### src/rtl/led_drv_pkg.sv
package led_drv_pkg;

  typedef enum logic [1:0] {
    SEQ_ADDR,
    SEQ_FETCH,
    SEQ_SEND,
    SEQ_GAP
  } seq_state_e;

  typedef enum logic [1:0] {
    PH_IDLE,
    PH_HIGH,
    PH_LOW
  } bit_phase_e;

  // nearest whole number of clocks for a duration
  function automatic int ps_to_cyc(int dur_ps, int clk_ps);
    return (dur_ps + clk_ps / 2) / clk_ps;
  endfunction

endpackage

### src/rtl/led_bit_timer.sv
module led_bit_timer import led_drv_pkg::*; #(
  parameter int T0H_CYC = 28,
  parameter int T0L_CYC = 64,
  parameter int T1H_CYC = 56,
  parameter int T1L_CYC = 48
) (
  input  logic clk_i,
  input  logic rst_ni,
  input  logic start_i,
  input  logic bit_i,
  output logic dout_o,
  output logic done_o
);

  localparam int HMAX   = (T0H_CYC > T1H_CYC) ? T0H_CYC : T1H_CYC;
  localparam int LMAX   = (T0L_CYC > T1L_CYC) ? T0L_CYC : T1L_CYC;
  localparam int PH_MAX = (HMAX > LMAX) ? HMAX : LMAX;
  localparam int CNT_W  = $clog2(PH_MAX + 1);

  bit_phase_e       phase_q;
  logic [CNT_W-1:0] cnt_q;
  logic             val_q;

  assign done_o = (phase_q == PH_LOW) && (cnt_q == '0);

  always_ff @(posedge clk_i or negedge rst_ni) begin
    if (!rst_ni) begin
      phase_q <= PH_IDLE;
      cnt_q   <= '0;
      val_q   <= 1'b0;
      dout_o  <= 1'b0;
    end else if (start_i) begin
      phase_q <= PH_HIGH;
      val_q   <= bit_i;
      cnt_q   <= bit_i ? CNT_W'(T1H_CYC - 1) : CNT_W'(T0H_CYC - 1);
      dout_o  <= 1'b1;
    end else begin
      case (phase_q)
        PH_HIGH: begin
          if (cnt_q == '0) begin
            phase_q <= PH_LOW;
            cnt_q   <= val_q ? CNT_W'(T1L_CYC - 1) : CNT_W'(T0L_CYC - 1);
            dout_o  <= 1'b0;
          end else begin
            cnt_q <= cnt_q - 1'b1;
          end
        end
        PH_LOW: begin
          if (cnt_q == '0) phase_q <= PH_IDLE;
          else             cnt_q   <= cnt_q - 1'b1;
        end
        default: dout_o <= 1'b0;
      endcase
    end
  end

  // a new bit may only begin once the previous one has fully ended
  p_start_free_r2: assert property (@(posedge clk_i) disable iff (!rst_ni)
    start_i |-> (phase_q == PH_IDLE || done_o));

  // the line never rises outside a started bit
  p_rise_on_start_r3: assert property (@(posedge clk_i) disable iff (!rst_ni)
    (!start_i && phase_q != PH_HIGH) |=> !dout_o);

endmodule

### src/rtl/led_pixel_shreg.sv
module led_pixel_shreg #(
  parameter int PIX_W = 24
) (
  input  logic             clk_i,
  input  logic             rst_ni,
  input  logic             load_i,
  input  logic             shift_i,
  input  logic [PIX_W-1:0] pix_i,
  output logic             next_bit_o,
  output logic             last_bit_o
);

  localparam int IDX_W = $clog2(PIX_W);

  logic [PIX_W-1:0] sr_q;
  logic [IDX_W-1:0] idx_q;

  assign next_bit_o = sr_q[PIX_W-2];
  assign last_bit_o = (idx_q == IDX_W'(PIX_W - 1));

  always_ff @(posedge clk_i or negedge rst_ni) begin
    if (!rst_ni) begin
      sr_q  <= '0;
      idx_q <= '0;
    end else if (load_i) begin
      sr_q  <= pix_i;
      idx_q <= '0;
    end else if (shift_i) begin
      sr_q  <= {sr_q[PIX_W-2:0], 1'b0};
      idx_q <= idx_q + 1'b1;
    end
  end

  p_no_overshift_r4: assert property (@(posedge clk_i) disable iff (!rst_ni)
    shift_i |-> !last_bit_o);

  p_load_shift_excl_r4: assert property (@(posedge clk_i) disable iff (!rst_ni)
    !(load_i && shift_i));

endmodule

### src/rtl/led_refresh_seq.sv
module led_refresh_seq import led_drv_pkg::*; #(
  parameter int NUM_LEDS = 256,
  parameter int ADDR_W   = 8,
  parameter int GAP_CYC  = 6400
) (
  input  logic              clk_i,
  input  logic              rst_ni,
  input  logic              bit_done_i,
  input  logic              last_bit_i,
  output logic              load_o,
  output logic              shift_o,
  output logic              gap_o,
  output logic [ADDR_W-1:0] addr_o
);

  localparam int               GAP_W    = $clog2(GAP_CYC + 1);
  localparam logic [ADDR_W-1:0] LAST_LED = ADDR_W'(NUM_LEDS - 1);

  seq_state_e        state_q;
  logic [ADDR_W-1:0] cur_q;
  logic [GAP_W-1:0]  gap_q;
  logic              last_led;
  logic              pix_end;

  assign last_led = (cur_q == LAST_LED);
  assign pix_end  = (state_q == SEQ_SEND) && bit_done_i && last_bit_i;
  assign load_o   = (state_q == SEQ_FETCH) || (pix_end && !last_led);
  assign shift_o  = (state_q == SEQ_SEND) && bit_done_i && !last_bit_i;
  assign gap_o    = (state_q == SEQ_GAP);

  always_ff @(posedge clk_i or negedge rst_ni) begin
    if (!rst_ni) begin
      state_q <= SEQ_ADDR;
      addr_o  <= '0;
      cur_q   <= '0;
      gap_q   <= '0;
    end else begin
      // address of the next LED goes out while the current one is loaded
      if (load_o) begin
        cur_q <= addr_o;
        if (addr_o != LAST_LED) addr_o <= addr_o + 1'b1;
      end
      case (state_q)
        SEQ_ADDR:  state_q <= SEQ_FETCH;   // store sees the address
        SEQ_FETCH: state_q <= SEQ_SEND;    // store data captured
        SEQ_SEND: begin
          if (pix_end && last_led) begin
            state_q <= SEQ_GAP;
            gap_q   <= GAP_W'(GAP_CYC - 1);
          end
        end
        default: begin
          if (gap_q == '0) begin
            state_q <= SEQ_ADDR;
            addr_o  <= '0;
          end else begin
            gap_q <= gap_q - 1'b1;
          end
        end
      endcase
    end
  end

  p_addr_range_r5: assert property (@(posedge clk_i) disable iff (!rst_ni)
    addr_o <= LAST_LED);

  p_fetch_hold_r6: assert property (@(posedge clk_i) disable iff (!rst_ni)
    (state_q == SEQ_FETCH) |-> $stable(addr_o));

  p_gap_wraps_r7: assert property (@(posedge clk_i) disable iff (!rst_ni)
    (gap_o && gap_q == '0) |=> (addr_o == '0 && state_q == SEQ_ADDR));

  p_addr_step_r5: assert property (@(posedge clk_i) disable iff (!rst_ni)
    !$stable(addr_o) |-> (addr_o == '0 || addr_o == $past(addr_o) + 1'b1));

endmodule

### src/rtl/led_chain_driver.sv
module led_chain_driver import led_drv_pkg::*; #(
  parameter int NUM_LEDS      = 256,
  parameter int ADDR_W        = 8,
  parameter int COLOR_W       = 8,
  parameter int CLK_PERIOD_PS = 12500,
  parameter int T0H_PS        = 350000,
  parameter int T0L_PS        = 800000,
  parameter int T1H_PS        = 700000,
  parameter int T1L_PS        = 600000,
  parameter int LATCH_PS      = 80000000
) (
  input  logic               clk_i,
  input  logic               rst_ni,
  input  logic [COLOR_W-1:0] red_i,
  input  logic [COLOR_W-1:0] green_i,
  input  logic [COLOR_W-1:0] blue_i,
  output logic [ADDR_W-1:0]  led_addr_o,
  output logic               dout_o
);

  localparam int PIX_W   = 3 * COLOR_W;
  localparam int T0H_CYC = ps_to_cyc(T0H_PS, CLK_PERIOD_PS);
  localparam int T0L_CYC = ps_to_cyc(T0L_PS, CLK_PERIOD_PS);
  localparam int T1H_CYC = ps_to_cyc(T1H_PS, CLK_PERIOD_PS);
  localparam int T1L_CYC = ps_to_cyc(T1L_PS, CLK_PERIOD_PS);
  localparam int GAP_CYC = ps_to_cyc(LATCH_PS, CLK_PERIOD_PS);

  logic             load_w, shift_w, gap_w;
  logic             bit_done_w, last_bit_w, next_bit_w;
  logic             start_w, start_bit_w;
  logic [PIX_W-1:0] pix_w;

  // line order is green, red, blue
  assign pix_w       = {green_i, red_i, blue_i};
  assign start_w     = load_w | shift_w;
  assign start_bit_w = load_w ? green_i[COLOR_W-1] : next_bit_w;

  led_refresh_seq #(
    .NUM_LEDS (NUM_LEDS),
    .ADDR_W   (ADDR_W),
    .GAP_CYC  (GAP_CYC)
  ) u_seq (
    .clk_i      (clk_i),
    .rst_ni     (rst_ni),
    .bit_done_i (bit_done_w),
    .last_bit_i (last_bit_w),
    .load_o     (load_w),
    .shift_o    (shift_w),
    .gap_o      (gap_w),
    .addr_o     (led_addr_o)
  );

  led_pixel_shreg #(
    .PIX_W (PIX_W)
  ) u_shreg (
    .clk_i      (clk_i),
    .rst_ni     (rst_ni),
    .load_i     (load_w),
    .shift_i    (shift_w),
    .pix_i      (pix_w),
    .next_bit_o (next_bit_w),
    .last_bit_o (last_bit_w)
  );

  led_bit_timer #(
    .T0H_CYC (T0H_CYC),
    .T0L_CYC (T0L_CYC),
    .T1H_CYC (T1H_CYC),
    .T1L_CYC (T1L_CYC)
  ) u_timer (
    .clk_i   (clk_i),
    .rst_ni  (rst_ni),
    .start_i (start_w),
    .bit_i   (start_bit_w),
    .dout_o  (dout_o),
    .done_o  (bit_done_w)
  );

  p_gap_low_r7: assert property (@(posedge clk_i) disable iff (!rst_ni)
    gap_w |-> !dout_o);

  p_load_rise_r6: assert property (@(posedge clk_i) disable iff (!rst_ni)
    load_w |=> dout_o);

  p_gap_no_load_r8: assert property (@(posedge clk_i) disable iff (!rst_ni)
    gap_w |-> !(load_w || shift_w));

endmodule

### config.mk
export PLATFORM = sky130hd
export DESIGN_NAME = led_chain_driver
export DESIGN_NICKNAME = d
export VERILOG_FILES = /design/src/rtl/led_drv_pkg.sv /design/src/rtl/led_bit_timer.sv /design/src/rtl/led_pixel_shreg.sv /design/src/rtl/led_refresh_seq.sv /design/src/rtl/led_chain_driver.sv
export SDC_FILE = /design/constraint.sdc
export NUM_CORES = 1
export LEC_CHECK = 0
export BUFFER_PORTS_ARGS = -buffer_cell sky130_fd_sc_hd__buf_2
export CAP_MARGIN = 10
export CORE_ASPECT_RATIO = 1.4
export CORE_UTILIZATION = 60
export DETAILED_ROUTE_END_ITERATION = 7
export GPL_TIMING_DRIVEN = 1
export PLACE_DENSITY = 0.81
export SLEW_MARGIN = 5
export SYNTH_ARGS = -nofsm -noshare
export SYNTH_HDL_FRONTEND = slang
export SYNTH_SLANG_ARGS = --single-unit
### constraint.sdc
create_clock -name clk_i -period 4.7 [get_ports clk_i]
set_clock_uncertainty 0.15 [all_clocks]
set_input_delay 0 -clock clk_i [delete_from_list [all_inputs] [get_ports clk_i]]
set_output_delay 0 -clock clk_i [all_outputs]
set_load 0.005 [all_outputs]
==> results of run 1 <==
[power groups by stage]
| stage | clock (uW) | combinational, uW | sequential, uW |
|---|---|---|---|
| after floorplan | 0 | 151 | 693 |
| after global placement | 0 | 200 | 702 |
| after detailed placement | 0 | 205 | 708 |
| after CTS | 474 | 222 | 696 |
| after global routing | 493 | 254 | 703 |
| final | 464 | 224 | 699 |
[kinds of logic after synthesis]
family / synth area share [%]
multiplexers: 7.55
AO/OA/AOI/OAI: 15.6
XOR/XNOR: 0.708
adder cells (fa/ha/maj): 3.03
flip-flops: 47.2
AND/OR/NAND/NOR: 22.7
buffers and inverters: 3.24
[repair_timing]
item,4_1_cts,5_1_grt
hold endpoints to repair,94,0
hold buffers,25,0
gates resized for setup,0,0
[worst paths after layout]
check,startpoint,end,cells past startpoint,slack [ns]
min in group clk_i,blue_i[2],u_shreg.sr_q[2]$_DFFE_PN0P_,4,0.25
max in group asynchronous,rst_ni,u_seq.gap_q[6]$_DFFE_PN0P_,3,3.61
worst min register to register,u_seq.cur_q[0]$_DFFE_PN0N_,u_seq.cur_q[0]$_DFFE_PN0N_,2,0.34
worst max register to register,u_timer.cnt_q[0]$_DFFE_PN0P_,u_shreg.sr_q[21]$_DFFE_PN0P_,8,1.44
worst max-delay path,u_timer.cnt_q[0]$_DFFE_PN0P_,u_shreg.sr_q[21]$_DFFE_PN0P_,8,1.44
worst min-delay path,rst_ni,u_timer.cnt_q[3]$_DFFE_PN0P_,3,0.22
[worst reg2reg max path: stages, from the launching register on]
cell and delay (ns):
dfrtp_1 0.42, inv_1 0.12, ha_1 0.16, or4b_1 0.58, or3_4 0.46, o21bai_4 0.70
buf_4 0.36, nand2_1 0.09, o21ai_0 0.12
[through the flow]
stage / total power, uW / setup WS [ns] / utilization [%] / hold slack [ns]
finish: 1390 / 1.44 / 73.8 / 0.223
global route: 1450 / 1.24 / 73.8 / 0.268
CTS: 1390 / 1.50 / 73.8 / 0.228
detailed placement: 913 / 1.51 / 66.5 / 0.0580
global placement: 902 / 1.61 / 66.5 / 0.0486
floorplan: 844 / 2.16 / - / -0.446
[per-layer routing]
layer / part of all wire (%) / global-route usage (%) / wire (um)
met3: 3.0 / 5.50 / 242
met4: 1.8 / 12.3 / 148
met5: 0 / 0 / 0
met2: 53 / 48.3 / 4290
met1: 42 / 35.6 / 3420
[final cells by class]
class                      count  area (um^2)  area share (%)
timing repair buffer          62          443            10.2
inverter                      10         37.5           0.861
clock inverter                 4         47.5            1.09
clock buffer                  12          135            3.10
tap                           70         87.6            2.01
multi-input combinational    298         1860            42.6
sequential                    70         1750            40.2
[flip-flops by register name, summed over array words and instances, names as in the netlist]
name             count
u_seq.addr_o         8
u_seq.cur_q          8
u_seq.gap_q         13
u_seq.state_q        2
u_shreg.idx_q        5
u_shreg.sr_q        23
u_timer.cnt_q        7
u_timer.dout_o       1
u_timer.phase_q      2
u_timer.val_q        1
[cell usage after synthesis, types with 2 or more instances]
library cell	n
dfrtp_1	70
nand2_1	66
o21ai_0	40
mux2i_1	28
nand3_1	17
a21oi_1	16
nor3_1	15
nor2_1	13
inv_1	10
buf_2	9
ha_1	9
or4_1	9
and3_1	7
o31ai_1	7
or3_1	7
clkbuf_1	6
nor4_1	5
and2_1	4
a21o_1	3
a31oi_1	3
nand2b_1	3
nand4_1	3
or3b_2	3
a211oi_1	2
a221oi_1	2
a2bb2oi_1	2
a41oi_1	2
and4_1	2
and4b_1	2
o211ai_1	2
o21bai_1	2
or2_2	2
xnor2_1	2
[placed cells by master, fill, tap and decap left out, drive strengths merged, types with 2 or more instances in the layout]
cell type / Yosys / final
or2: 2 / 2
and4: 2 / 2
buf: 11 / 37
dlygate4sd3: 0 / 25
clkinv: 0 / 2
nor2: 13 / 13
xnor2: 2 / 2
a221oi: 2 / 2
or3b: 3 / 3
mux2i: 28 / 28
a21o: 3 / 3
a21oi: 16 / 16
and3: 7 / 7
nand3: 17 / 17
nand2b: 3 / 3
a211oi: 2 / 2
nand4: 3 / 3
inv: 10 / 10
o21bai: 2 / 2
a2bb2oi: 2 / 2
clkbuf: 6 / 12
ha: 9 / 9
or4: 9 / 9
a41oi: 2 / 2
or3: 8 / 8
and2: 4 / 4
nand2: 66 / 66
and4b: 2 / 2
nor3: 15 / 15
a31oi: 3 / 3
o31ai: 7 / 7
dfrtp: 70 / 70
nor4: 5 / 5
o21ai: 40 / 40
o211ai: 2 / 2
==> flow_summary.toml, run 1 <==
[clocking]
clock_path_buffers = 2
numCtsBuffers = 9
cts.clk_slew.worst_paths_ns = 0.08
clock-sinks = 70
worstSkewPairLatency_ns = 0.35
cts_tree = "built"
h-tree-depth = 3
cts_root_buffer = "clkbuf_8"
post_cts_buffers = 0

[timing]
fmax_mhz = 307
rsz0062_at_grt = "no"
setup-violations-final = 0
tns_ns = 0
hold_violations = 0
tightest_slew_ns = 1.11
finalCriticalPeriod_ns = 3.26
relSlewSlack_pct = 25.8
period_share_pct = 69.4
slew_viol_final = 0

[worst_setup_path]
path_max_fanout = 45
critPathBufInv = 2
start_kind = "register"
critical_path.top_delay_family = "simple AND/OR/NAND/NOR gates"
worstPathRequired_ns = 4.79
endpoint_kind = "register"
cpMaxStageDelayCell = "o21bai_4"
critPathMaxStageDelay_ns = 0.70
worstPathArrival_ns = 3.35
crit_type = "register to register"
crit_chain = "inv_1 -> ha_1 -> or4b_1 -> or3_4 -> o21bai_4 -> buf_4 -> nand2_1 -> o21ai_0"

[global_routing]
grt_max_degree = 71
grt_pass1_wl_um = 14100
antenna_found_initial = 0
grt_pass1_vias = 3106
grt_overflow = 0
grtUsageTotal_pct = 28.9

[power]
p_comb_share_pct = 16.1
p_clk_share_pct = 33.5
p_switching_uw = 395
internal_power_uw = 992
peakVddDrop_v = 0.000195
sw_frac_of_total_pct = 28.5
p_seq_share_pct = 50.4
powerDensity_mw_per_mm2 = 318
leakagePower_uw = 0.00200

[synth]
synth_area_leaders = "dfrtp_1, mux2i_1, nand2_1, o21ai_0, ha_1"
ys_async_sr_fraction_pct = 100
ys_types = 55
syn_area_mm2 = 0.00371
synth_top_area_share_pct = 47.2
ys_seq_elements = 70
synth_edf_count = 0
synth_seq_area_share_pct = 47.2
syn-num-nets = 430
yosys.area.top_type = "dfrtp_1"
synth-main-ff-cell = "dfrtp_1"
syn_area_per_cell_um2 = 9.40
syn_inst = 395
yosysWarnings = 0

[place]
io_buffers = 34
place.gp.congestion = 0.853
dp_hpwl_um = 5180
place_area_mm2 = 0.00393
dp.cells = 485

[finish]
fillCellCount = 419
nets = 486
final_area_mm2 = 0.00436
finalNonFillerCells = 526
synthToLayoutAreaGrowth_pct = 17.5
antenna_cells = 0
final_layout_size_suffix_gt1_share_pct = 12.9

[route]
via_per_inst = 6.10
drtIter0Drc = 240
drt-wirelength-per-cell_um = 15.4
dr.pass1.iters = 5
ant_nets = 0
vias = 3209
wirelength_um = 8100
drc = 0

[min_path]
hold_class = "primary input to async pin"

[floorplan]
start_util_pct = 62.9
die_y_um = 95.1
die_area_mm2 = 0.00651
io_pins = 35
num_rows = 33
die_x_um = 68.5
core_area_mm2 = 0.00590

[flow_run]
maxCapViolCount = 0

[run_status]
status = "completed"
No activity file was read; power rests on OpenSTA's default activity.
==> run 2, diff against run 1 <==
--- a/config.mk
+++ b/config.mk
@@ -8,10 +8,10 @@
 export BUFFER_PORTS_ARGS = -buffer_cell sky130_fd_sc_hd__buf_2
 export CAP_MARGIN = 10
 export CORE_ASPECT_RATIO = 1.4
-export CORE_UTILIZATION = 60
+export CORE_UTILIZATION = 59
 export DETAILED_ROUTE_END_ITERATION = 7
 export GPL_TIMING_DRIVEN = 1
-export PLACE_DENSITY = 0.81
+export PLACE_DENSITY = 0.79
 export SLEW_MARGIN = 5
 export SYNTH_ARGS = -nofsm -noshare
 export SYNTH_HDL_FRONTEND = slang
==> constraint.sdc (replaced) <==
create_clock -name clk_i -period 3.1 [get_ports clk_i]
set_clock_uncertainty 0.15 [all_clocks]
set_input_delay 0 -clock clk_i [delete_from_list [all_inputs] [get_ports clk_i]]
set_output_delay 0 -clock clk_i [all_outputs]
set_load 0.005 [all_outputs]
==> run 2 against run 1 <==
Utilization is 1.3 points higher. Combinational power rose by 57%. Non-clock buffer count is 6 higher. Sequential share of layout area decreased by 0.99 points. Critical path depth decreased by 1. Largest cell class unchanged. Critical endpoint is now u_shreg.sr_q[3]$_DFFE_PN0P_. Clock power up 76%. Hold slack got worse by 0.18 ns. First-iteration DRC count fell by 20%. Fmax rose by 17%. Cell area grew 2.5%.
==> flow_summary.toml, run 2 (synthesis gave the netlist of run 1 again) <==
[place]
dp_hpwl_um = 5610
io_buffers = 34
post-place-ws_ns = 0.335
place.gp.congestion = 0.800
dp.cells = 491

[finish]
final_layout_size_suffix_gt1_share_pct = 14.7
layout_common_cells = "dfrtp_1, nand2_1, o21ai_0, buf_2, mux2i_1"
reg_top3 = "u_shreg.sr_q (23), u_seq.gap_q (13)"
synthToLayoutAreaGrowth_pct = 20.4
antenna_cells = 0
utilization_pct = 75.2
final_common_cell = "dfrtp_1"
finalNonFillerCells = 532
largest_reg_flops = 23
largest-register = "u_shreg.sr_q"
nets = 492

[clocking]
clock-sinks = 70
cts_root_buffer = "clkbuf_8"
cts.clk_slew.worst_paths_ns = 0.08
h-tree-depth = 3
clock_path_buffers = 2
cts_resized = 0
numCtsBuffers = 9
worstSkewPairLatency_ns = 0.35
cts_tree = "built"

[timing]
hold_violations = 0
slew_viol_final = 0
rsz0062_at_grt = "no"
holdWs_ns = 0.0437
fmax_mhz = 358
relSlewSlack_pct = 49.3
tightest_slew_ns = 0.761
finalCriticalPeriod_ns = 2.79
setup-violations-final = 0
tns_ns = 0
period_share_pct = 90.1
fin_ws_ns = 0.307

[worst_setup_path]
crit_type = "register to register"
worst-path-stages = 7
crit_chain = "inv_1 -> ha_1 -> or4b_1 -> or3_4 -> o21bai_4 -> buf_12 -> o21ai_0"
reg2regPathDepth = 7
critPathBufInv = 2
critical_path.top_delay_family = "simple AND/OR/NAND/NOR gates"
worstPathArrival_ns = 2.86
path_max_fanout = 51
worstPathRequired_ns = 3.16
start_kind = "register"
endpoint_kind = "register"
cpMaxStageDelayCell = "or4b_1"
critPathMaxStageDelay_ns = 0.57

[flow_run]
maxCapViolCount = 0

[route]
drc = 0
ant_nets = 0
vias = 3230
via_per_inst = 6.07
dr.pass1.iters = 6
drtIter0Drc = 191
wirelength_um = 8530
drt-wirelength-per-cell_um = 16.0

[global_routing]
grt_pass1_wl_um = 14700
grtUsageTotal_pct = 28.0
antenna_found_initial = 0
grt_overflow = 0
grt_max_degree = 52
grt_pass1_vias = 3150

[power]
powerDensity_mw_per_mm2 = 499
leakagePower_uw = 0.00205
peakVddDrop_v = 0.000394

[floorplan]
io_pins = 35
num_rows = 33
die_area_mm2 = 0.00662
start_util_pct = 62.4
die_x_um = 69.0
core_area_mm2 = 0.00595
die_y_um = 95.8

[min_path]
hold_class = "primary input to async pin"

[run_status]
status = "completed"
run 2: cell count changes in the layout (fill, tap and decap cells not counted):
cell / before / now
buf_4: 3 / 7
buf_12: 0 / 2
clkbuf_1: 3 / 0
bufinv_16: 1 / 2
clkbuf_8: 9 / 10
clkinvlp_4: 1 / 2
run 2: cell type report:
type / count / area [um^2]
multi-input cells: 298 / 1860
clock inverters: 6 / 85.1
clock buffers: 10 / 138
fillers: 438 / 1480
inverters: 10 / 37.5
flip-flops and latches: 70 / 1750
repair buffers: 68 / 513
well taps: 70 / 87.6
run 2: final timing paths:
path | start | slack [ns] | end
min | rst_ni | 0.04 | u_timer.cnt_q[1]$_DFFE_PN0P_
max reg2reg | u_timer.cnt_q[0]$_DFFE_PN0P_ | 0.31 | u_shreg.sr_q[3]$_DFFE_PN0P_
max in group asynchronous | rst_ni | 2.02 | u_shreg.idx_q[3]$_DFFE_PN0P_
min in group clk_i | blue_i[0] | 0.24 | u_shreg.sr_q[0]$_DFFE_PN0P_
max | u_timer.cnt_q[0]$_DFFE_PN0P_ | 0.31 | u_shreg.sr_q[3]$_DFFE_PN0P_
min reg2reg | u_seq.cur_q[1]$_DFFE_PN0N_ | 0.34 | u_seq.cur_q[1]$_DFFE_PN0N_
run 2: per-stage QoR:
stage | instance area, um^2 | power, uW
2_1_floorplan | 3710 | 1280
4_1_cts | 4470 | 2230
6_report | 4470 | 2230
3_5_place_dp | 4000 | 1390
5_1_grt | 4470 | 2320
3_3_place_gp | 4000 | 1380
run 2: report_power, final:
group          internal (uW)  switching (uW)  total [uW]
Sequential               982            78.7        1060
Clock                    472             346         818
Combinational            155             196         351
Total                   1610             621        2230
run 2: timing repair:
item                                   in CTS  in global routing
hold buffers                               25                  0
setup buffers                               0                  0
endpoints found under the hold margin      49                  0
run 2: worst reg2reg max path, stage by stage, from the launching register on:
cell and delay [ns]:
dfrtp_1 0.42, inv_1 0.12, ha_1 0.17, or4b_1 0.57, or3_4 0.45, o21bai_4 0.37, buf_12 0.27, o21ai_0 0.15
run 2: layer usage:
metal / wire length [um] / up-vias / global-route usage, %
met5: 0 / - / 0
met4: 106 / 0 / 11.1
met3: 369 / 9 / 4.82
met2: 4590 / 87 / 51.5
met1: 3460 / 1566 / 32.4
li1: - / 1568 / -
